$ cat config.mk
export PLATFORM = sky130hd
export DESIGN_NAME = pwm_multimode
export DESIGN_NICKNAME = d
export VERILOG_FILES = /design/src/rtl/pwm_mm_pkg.sv /design/src/rtl/pwm_std_engine.sv /design/src/rtl/pwm_fast_engine.sv /design/src/rtl/pwm_var_engine.sv /design/src/rtl/pwm_multimode.sv
export SDC_FILE = /design/constraint.sdc
export NUM_CORES = 1
export LEC_CHECK = 0
export ABC_AREA = 1
export BUFFER_PORTS_ARGS = -buffer_cell sky130_fd_sc_hd__buf_2
export CAP_MARGIN = 25
export CORE_ASPECT_RATIO = 0.8
export CORE_MARGIN = 10
export CORE_UTILIZATION = 62
export DETAILED_ROUTE_END_ITERATION = 6
export PLACE_DENSITY_LB_ADDON = 0.08
export SYNTH_ARGS = -nofsm -noshare
export SYNTH_HDL_FRONTEND = slang
export SYNTH_SLANG_ARGS = --single-unit
$ cat constraint.sdc
create_clock -name clk -period 3 [get_ports clk]
set_clock_uncertainty 0.2 [all_clocks]
set_input_delay 0.15 -clock clk [delete_from_list [all_inputs] [get_ports clk]]
set_output_delay 0.15 -clock clk [all_outputs]
set_load 0.01 [all_outputs]
$ cat src/rtl/pwm_mm_pkg.sv
package pwm_mm_pkg;

    localparam int DUTY_W = 8;
    localparam int PER_W  = 13;
    localparam int DATA_W = (PER_W > DUTY_W) ? PER_W : DUTY_W;

    // Fast-mode accumulator wraps at 2^DUTY_W - 1 so that full duty means always high.
    localparam logic [DUTY_W:0] FAST_MOD = {1'b0, {DUTY_W{1'b1}}};

    typedef enum logic [1:0] {
        MODE_OFF  = 2'd0,
        MODE_STD  = 2'd1,
        MODE_FAST = 2'd2,
        MODE_VAR  = 2'd3
    } pwm_mode_e;

    typedef enum logic [1:0] {
        SEL_MODE = 2'd0,
        SEL_DUTY = 2'd1,
        SEL_HIGH = 2'd2,
        SEL_LOW  = 2'd3
    } reg_sel_e;

    typedef struct packed {
        pwm_mode_e           mode;
        logic [DUTY_W-1:0]   duty;
        logic [PER_W-1:0]    hi_cnt;
        logic [PER_W-1:0]    lo_cnt;
    } pwm_cfg_t;

    // One accumulator step: returns {carry, next accumulator}.
    function automatic logic [DUTY_W:0] fast_step(input logic [DUTY_W-1:0] acc,
                                                  input logic [DUTY_W-1:0] duty);
        logic [DUTY_W:0] sum;
        sum = {1'b0, acc} + {1'b0, duty};
        if (sum >= FAST_MOD)
            return {1'b1, DUTY_W'(sum - FAST_MOD)};
        else
            return {1'b0, sum[DUTY_W-1:0]};
    endfunction

endpackage

$ cat src/rtl/pwm_std_engine.sv
module pwm_std_engine
    import pwm_mm_pkg::*;
(
    input  logic              clk,
    input  logic              rst,
    input  logic              en,
    input  logic [DUTY_W-1:0] duty,
    output logic              out,
    output logic              at_wrap,
    output logic              idle
);
    localparam logic [DUTY_W-1:0] CNT_MAX = {DUTY_W{1'b1}};

    logic [DUTY_W-1:0] cnt;

    always_ff @(posedge clk) begin
        if (rst || !en)
            cnt <= '0;
        else
            cnt <= cnt + 1'b1;
    end

    assign out     = en && (cnt < duty);
    assign at_wrap = en && (cnt == CNT_MAX);
    assign idle    = (cnt == '0);

    // the period counter wraps to zero after its last tick.
    a_r3_std_wrap: assert property (@(posedge clk) disable iff (rst)
        (en && cnt == CNT_MAX) |=> (cnt == '0));

    // the counter is cleared one cycle after the engine is disabled.
    a_r2_std_hold: assert property (@(posedge clk) disable iff (rst)
        !en |=> (cnt == '0));

endmodule

$ cat src/rtl/pwm_fast_engine.sv
module pwm_fast_engine
    import pwm_mm_pkg::*;
(
    input  logic              clk,
    input  logic              rst,
    input  logic              en,
    input  logic [DUTY_W-1:0] duty,
    output logic              out,
    output logic              idle
);
    logic [DUTY_W-1:0] acc;
    logic              out_q;
    logic [DUTY_W:0]   step;

    always_comb step = fast_step(acc, duty);

    always_ff @(posedge clk) begin
        if (rst || !en) begin
            acc   <= '0;
            out_q <= 1'b0;
        end else begin
            acc   <= step[DUTY_W-1:0];
            out_q <= step[DUTY_W];
        end
    end

    assign out  = out_q;
    assign idle = (acc == '0) && !out_q;

    // the accumulator never reaches the modulus.
    a_r4_acc_bound: assert property (@(posedge clk) disable iff (rst)
        acc < FAST_MOD[DUTY_W-1:0]);

    // full duty drives the output high on the next tick.
    a_r4_full_high: assert property (@(posedge clk) disable iff (rst)
        (en && duty == {DUTY_W{1'b1}}) |=> out_q);

    // zero duty drives the output low on the next tick.
    a_r4_zero_low: assert property (@(posedge clk) disable iff (rst)
        (en && duty == '0) |=> !out_q);

    // below half duty a high tick is always followed by a low tick.
    a_r5_no_pair: assert property (@(posedge clk) disable iff (rst)
        (en && out_q && !duty[DUTY_W-1] && $stable(duty)) |=> !out_q);

endmodule

$ cat src/rtl/pwm_var_engine.sv
module pwm_var_engine
    import pwm_mm_pkg::*;
(
    input  logic             clk,
    input  logic             rst,
    input  logic             en,
    input  logic [PER_W-1:0] hi_cnt,
    input  logic [PER_W-1:0] lo_cnt,
    output logic             out,
    output logic             at_wrap,
    output logic             idle
);
    logic [PER_W-1:0] cnt;
    logic             in_high;

    always_ff @(posedge clk) begin
        if (rst || !en) begin
            cnt     <= '0;
            in_high <= 1'b1;
        end else if (in_high) begin
            if (cnt == hi_cnt) begin
                cnt     <= '0;
                in_high <= 1'b0;
            end else begin
                cnt <= cnt + 1'b1;
            end
        end else begin
            if (cnt == lo_cnt) begin
                cnt     <= '0;
                in_high <= 1'b1;
            end else begin
                cnt <= cnt + 1'b1;
            end
        end
    end

    assign out     = en && in_high;
    assign at_wrap = en && !in_high && (cnt == lo_cnt);
    assign idle    = (cnt == '0) && in_high;

    // the phase counter never runs past the programmed count.
    a_r6_cnt_bound: assert property (@(posedge clk) disable iff (rst)
        en |-> (cnt <= (in_high ? hi_cnt : lo_cnt)));

    // a freshly enabled engine begins in its high phase.
    a_r7_start_high: assert property (@(posedge clk) disable iff (rst)
        !en |=> (in_high && cnt == '0));

endmodule

$ cat src/rtl/pwm_multimode.sv
module pwm_multimode
    import pwm_mm_pkg::*;
(
    input  logic              clk,
    input  logic              rst,
    input  logic              wr_en,
    input  logic [1:0]        wr_sel,
    input  logic [DATA_W-1:0] wr_data,
    output logic              pwm_out
);
    pwm_cfg_t pend;
    pwm_cfg_t act;

    logic std_out, std_wrap, std_idle;
    logic fast_out, fast_idle;
    logic var_out, var_wrap, var_idle;
    logic load_ok;

    // Pending settings: written by software at any time.
    always_ff @(posedge clk) begin
        if (rst) begin
            pend <= '{mode: MODE_OFF, duty: '0, hi_cnt: '0, lo_cnt: '0};
        end else if (wr_en) begin
            case (reg_sel_e'(wr_sel))
                SEL_MODE: pend.mode   <= pwm_mode_e'(wr_data[1:0]);
                SEL_DUTY: pend.duty   <= wr_data[DUTY_W-1:0];
                SEL_HIGH: pend.hi_cnt <= wr_data[PER_W-1:0];
                SEL_LOW:  pend.lo_cnt <= wr_data[PER_W-1:0];
                default:  pend        <= pend;
            endcase
        end
    end

    // Active settings: taken over only where the running waveform allows.
    always_comb begin
        unique case (act.mode)
            MODE_STD: load_ok = std_wrap;
            MODE_VAR: load_ok = var_wrap;
            default:  load_ok = 1'b1;
        endcase
    end

    always_ff @(posedge clk) begin
        if (rst)
            act <= '{mode: MODE_OFF, duty: '0, hi_cnt: '0, lo_cnt: '0};
        else if (load_ok)
            act <= pend;
    end

    pwm_std_engine u_std (
        .clk     (clk),
        .rst     (rst),
        .en      (act.mode == MODE_STD),
        .duty    (act.duty),
        .out     (std_out),
        .at_wrap (std_wrap),
        .idle    (std_idle)
    );

    pwm_fast_engine u_fast (
        .clk  (clk),
        .rst  (rst),
        .en   (act.mode == MODE_FAST),
        .duty (act.duty),
        .out  (fast_out),
        .idle (fast_idle)
    );

    pwm_var_engine u_var (
        .clk     (clk),
        .rst     (rst),
        .en      (act.mode == MODE_VAR),
        .hi_cnt  (act.hi_cnt),
        .lo_cnt  (act.lo_cnt),
        .out     (var_out),
        .at_wrap (var_wrap),
        .idle    (var_idle)
    );

    always_comb begin
        unique case (act.mode)
            MODE_STD:  pwm_out = std_out;
            MODE_FAST: pwm_out = fast_out;
            MODE_VAR:  pwm_out = var_out;
            default:   pwm_out = 1'b0;
        endcase
    end

    // one cycle of off mode leaves every engine cleared.
    a_r2_off_clears: assert property (@(posedge clk) disable iff (rst)
        (act.mode == MODE_OFF) |=> (std_idle && fast_idle && var_idle));

    // the fixed-mode duty holds until the period ends.
    a_r9_std_hold: assert property (@(posedge clk) disable iff (rst)
        (act.mode == MODE_STD && !std_wrap) |=> ($stable(act.duty) && $stable(act.mode)));

    // the variable-mode counts hold until the period ends.
    a_r9_var_hold: assert property (@(posedge clk) disable iff (rst)
        (act.mode == MODE_VAR && !var_wrap) |=>
            ($stable(act.hi_cnt) && $stable(act.lo_cnt) && $stable(act.mode)));

    // in fast mode the pending duty reaches the active copy on the next clock.
    a_r10_fast_follow: assert property (@(posedge clk) disable iff (rst)
        (act.mode == MODE_FAST) |=> (act.duty == $past(pend.duty)));

endmodule

==> run_results.csv <==
group,metric,value,unit
synthesis,ys_types,41,
sta,final-setup-viol-count,0,
synthesis,synth_area_per_cell,7.22,um2
drt,post-route-drc-count,0,
worst_setup_path,slowest_stage,"fa_1",
final_layout,antenna_cells,0,
cts,clock_path_buffers,2,
final_layout,nets,771,
global_route,antenna_found_initial,0,
cts,clock_latency,0.38,ns
synthesis,ys_warn_count,0,
floorplan,ios,19,
sta,finalMaxSlewViolations,0,
placed_design,hpwl,8140,um
synthesis,seq_area_frac_synth,0.400,
final_layout,final_common_cell,"nand2_1",
synthesis,syn_inst,715,
worst_setup_path,path_class,"flip-flop to flip-flop",
cts,post_cts_buffers,0,
cts,cts_buffers,9,
synthesis,synth_seq_cells,103,
pwr,powerDensity,465,nW/um2
cts,clk_pin_slew_worst_paths,0.10,ns
drt,routed_wl,11400,um
drt,first_pass_iters,5,
sta,fin_setup_tns,0,ns
placed_design,preCtsSetupSlack,0.541,ns
cts,h-tree-depth,3,
pwr,ir_drop,0.000353,V
drt,drt_iter0_markers,455,
worst_setup_path,path_cells,"ha_1 > fa_1 > ha_1 > inv_1 > nor2_1 > nand3_1 > nor2_1 > nand3_1 > nand3_4 > nand2_4 > inv_2 > nor2_1 > nor2_1",
drt,vias,4526,
synthesis,yosysTopAreaCellShare,0.400,
synthesis,yosys-top-cells-area,"dfxtp_1, a21oi_1, nand2_1, inv_1, nand3_1",
floorplan,start_util,0.643,
placed_design,place.gp.congestion,0.908,
final_layout,fill_cells,689,
drt,vias_per_cell,5.34,
flow_run,drv_cap,0,
floorplan,coreArea,8020,um2
global_route,grt_start_max_net_pins,71,
final_layout,final_cell_mix,"nand2_1, dfxtp_1, inv_1",
sta,fin_ws,0.500,ns
sta,period_share,0.833,
cts,hold_buffers,14,
synthesis,synth_top_cell_by_area,"dfxtp_1",
sta,rsz0062_at_grt,"no",
global_route,grt_usage,0.194,
global_route,grt_pass1_wl,19600,um
pwr,leakage,2.50,nW
worst_setup_path,slowest_delay,0.55,ns
cts,cts.sinks,103,
final_layout,drive_gt1_frac,0.0907,
final_layout,syn_to_final_growth,7.71,%
worst_hold_path,hold_class,"primary input to flip-flop",
synthesis,syn_nets,752,
sta,tightest_slew,0.909,ns
sta,fmax,0.400,GHz
worst_setup_path,cp_data_arrival_time,2.62,ns
drt,ant_nets,0,
worst_setup_path,critPathLaunchType,"flip-flop",
placed_design,placedCellCount,817,
status,status,"completed",
floorplan,dieArea,12400,um2
floorplan,row_count,29,
global_route,grt_overflow,0,
cts,cts_tree,"yes",
worst_setup_path,worstSetupEndpointType,"flip-flop",
placed_design,portBuffers,18,
sta,hold_violations,0,
cts,post_cts_resized,0,
floorplan,die_y,102,um
sta,maxSlewHeadroom,0.393,
sta,min_period,2.50,ns
global_route,grt_pass1_vias,4136,
synthesis,syn_area,5160,um2
final_layout,layout.cells.non_filler,847,
cts,cts_root_buf,"clkbuf_8",
worst_setup_path,cp_common_cell,"nor2_1",
worst_setup_path,cp.required,3.12,ns
floorplan,die_w,122,um
drt,routedWlPerCell,13.5,um
worst_setup_path,worstPathMaxFanout,8,
==> worst paths after layout <==
check	from	to	slack (ns)	cells past startpoint
max	act[26]$_SDFFE_PP0P_	u_fast.acc[1]$_SDFF_PP0_	0.50	13
min	wr_en	pend[34]$_SDFFE_PP0P_	0.08	4
max reg2reg	act[26]$_SDFFE_PP0P_	u_fast.acc[1]$_SDFF_PP0_	0.50	13
min reg2reg	pend[23]$_SDFFE_PP0P_	pend[23]$_SDFFE_PP0P_	0.26	2
==> per-layer routing <==
layer | routed length (um) | GRT usage | vias up | part of all wire
li1 | - | - | 2358 | -
met3 | 653 | 0.0439 | 9 | 0.057
met5 | 0 | 0 | - | 0
met1 | 5830 | 0.280 | 2052 | 0.51
met2 | 4830 | 0.283 | 107 | 0.42
met4 | 92 | 0.0503 | 0 | 0.0081
==> critical path: cells and delay by family, from the launching register on <==
family,cells,cell delay (ns)
adders and majority gates,3,0.94
and+or+nand+nor,8,0.84
DFF,1,0.35
buffers and inverters,2,0.11
==> area by class of cell <==
| cell class | count | area (um2) | share of cell area |
|---|---|---|---|
| Timing Repair Buffer | 36 | 273 | 0.0491 |
| Multi-Input combinational cell | 485 | 2530 | 0.456 |
| Tap cell | 108 | 135 | 0.0243 |
| Sequential cell | 103 | 2060 | 0.371 |
| Clock inverter | 6 | 55.1 | 0.00991 |
| Inverter | 99 | 372 | 0.0669 |
| Clock buffer | 10 | 128 | 0.0230 |
==> kinds of logic after synthesis <==
group	after synthesis	share of synthesized area
AO/OA/AOI/OAI	141	0.145
buffers and inverters	127	0.109
flip-flops	103	0.400
adder cells (fa/ha/maj)	19	0.0475
XOR/XNOR	20	0.0339
AND/OR/NAND/NOR	305	0.265
==> sequential cells by signal, indices dropped and copies added (netlist names) <==
register	count
u_var.in_high	1
u_fast.out	1
pend	36
act	36
u_std.cnt	8
u_var.cnt	13
u_fast.acc	8
==> stage by stage <==
stage | hold WS (ns) | power (W) | area [um2] | utilization
after floorplan | 0.0191 | 0.00170 | 5160 | -
after global placement | 0.216 | 0.00177 | 5240 | 0.653
after detailed placement | 0.221 | 0.00178 | 5240 | 0.653
after CTS | 0.0555 | 0.00259 | 5560 | 0.693
after global routing | 0.100 | 0.00270 | 5560 | 0.693
final | 0.0756 | 0.00258 | 5560 | 0.693
==> synthesized netlist by cell type (all sizes together) <==
master   number
a211oi        1
a21o          1
a21oi        87
and2          2
buf          17
clkbuf       11
clkinv        1
dfxtp       103
fa            1
ha           18
inv          98
nand2       121
nand3        70
nand3b        3
nand4         7
nor2         82
nor3          5
nor3b         1
nor4          5
o2111ai       1
o211ai        3
o21ai        45
o22ai         1
o31ai         2
or2           9
xnor2         8
xor2         12
==> power breakdown <==
| group | internal (W) | switching, W | leakage, nW | total, W |
|---|---|---|---|---|
| combinational | 0.000122 | 0.000182 | 1.57 | 0.000304 |
| sequential | 0.00142 | 0.0000366 | 0.838 | 0.00146 |
| clock | 0.000315 | 0.000504 | 0.0900 | 0.000819 |
| total | 0.00186 | 0.000722 | 2.50 | 0.00258 |
No activity file was read; power rests on OpenSTA's default activity.
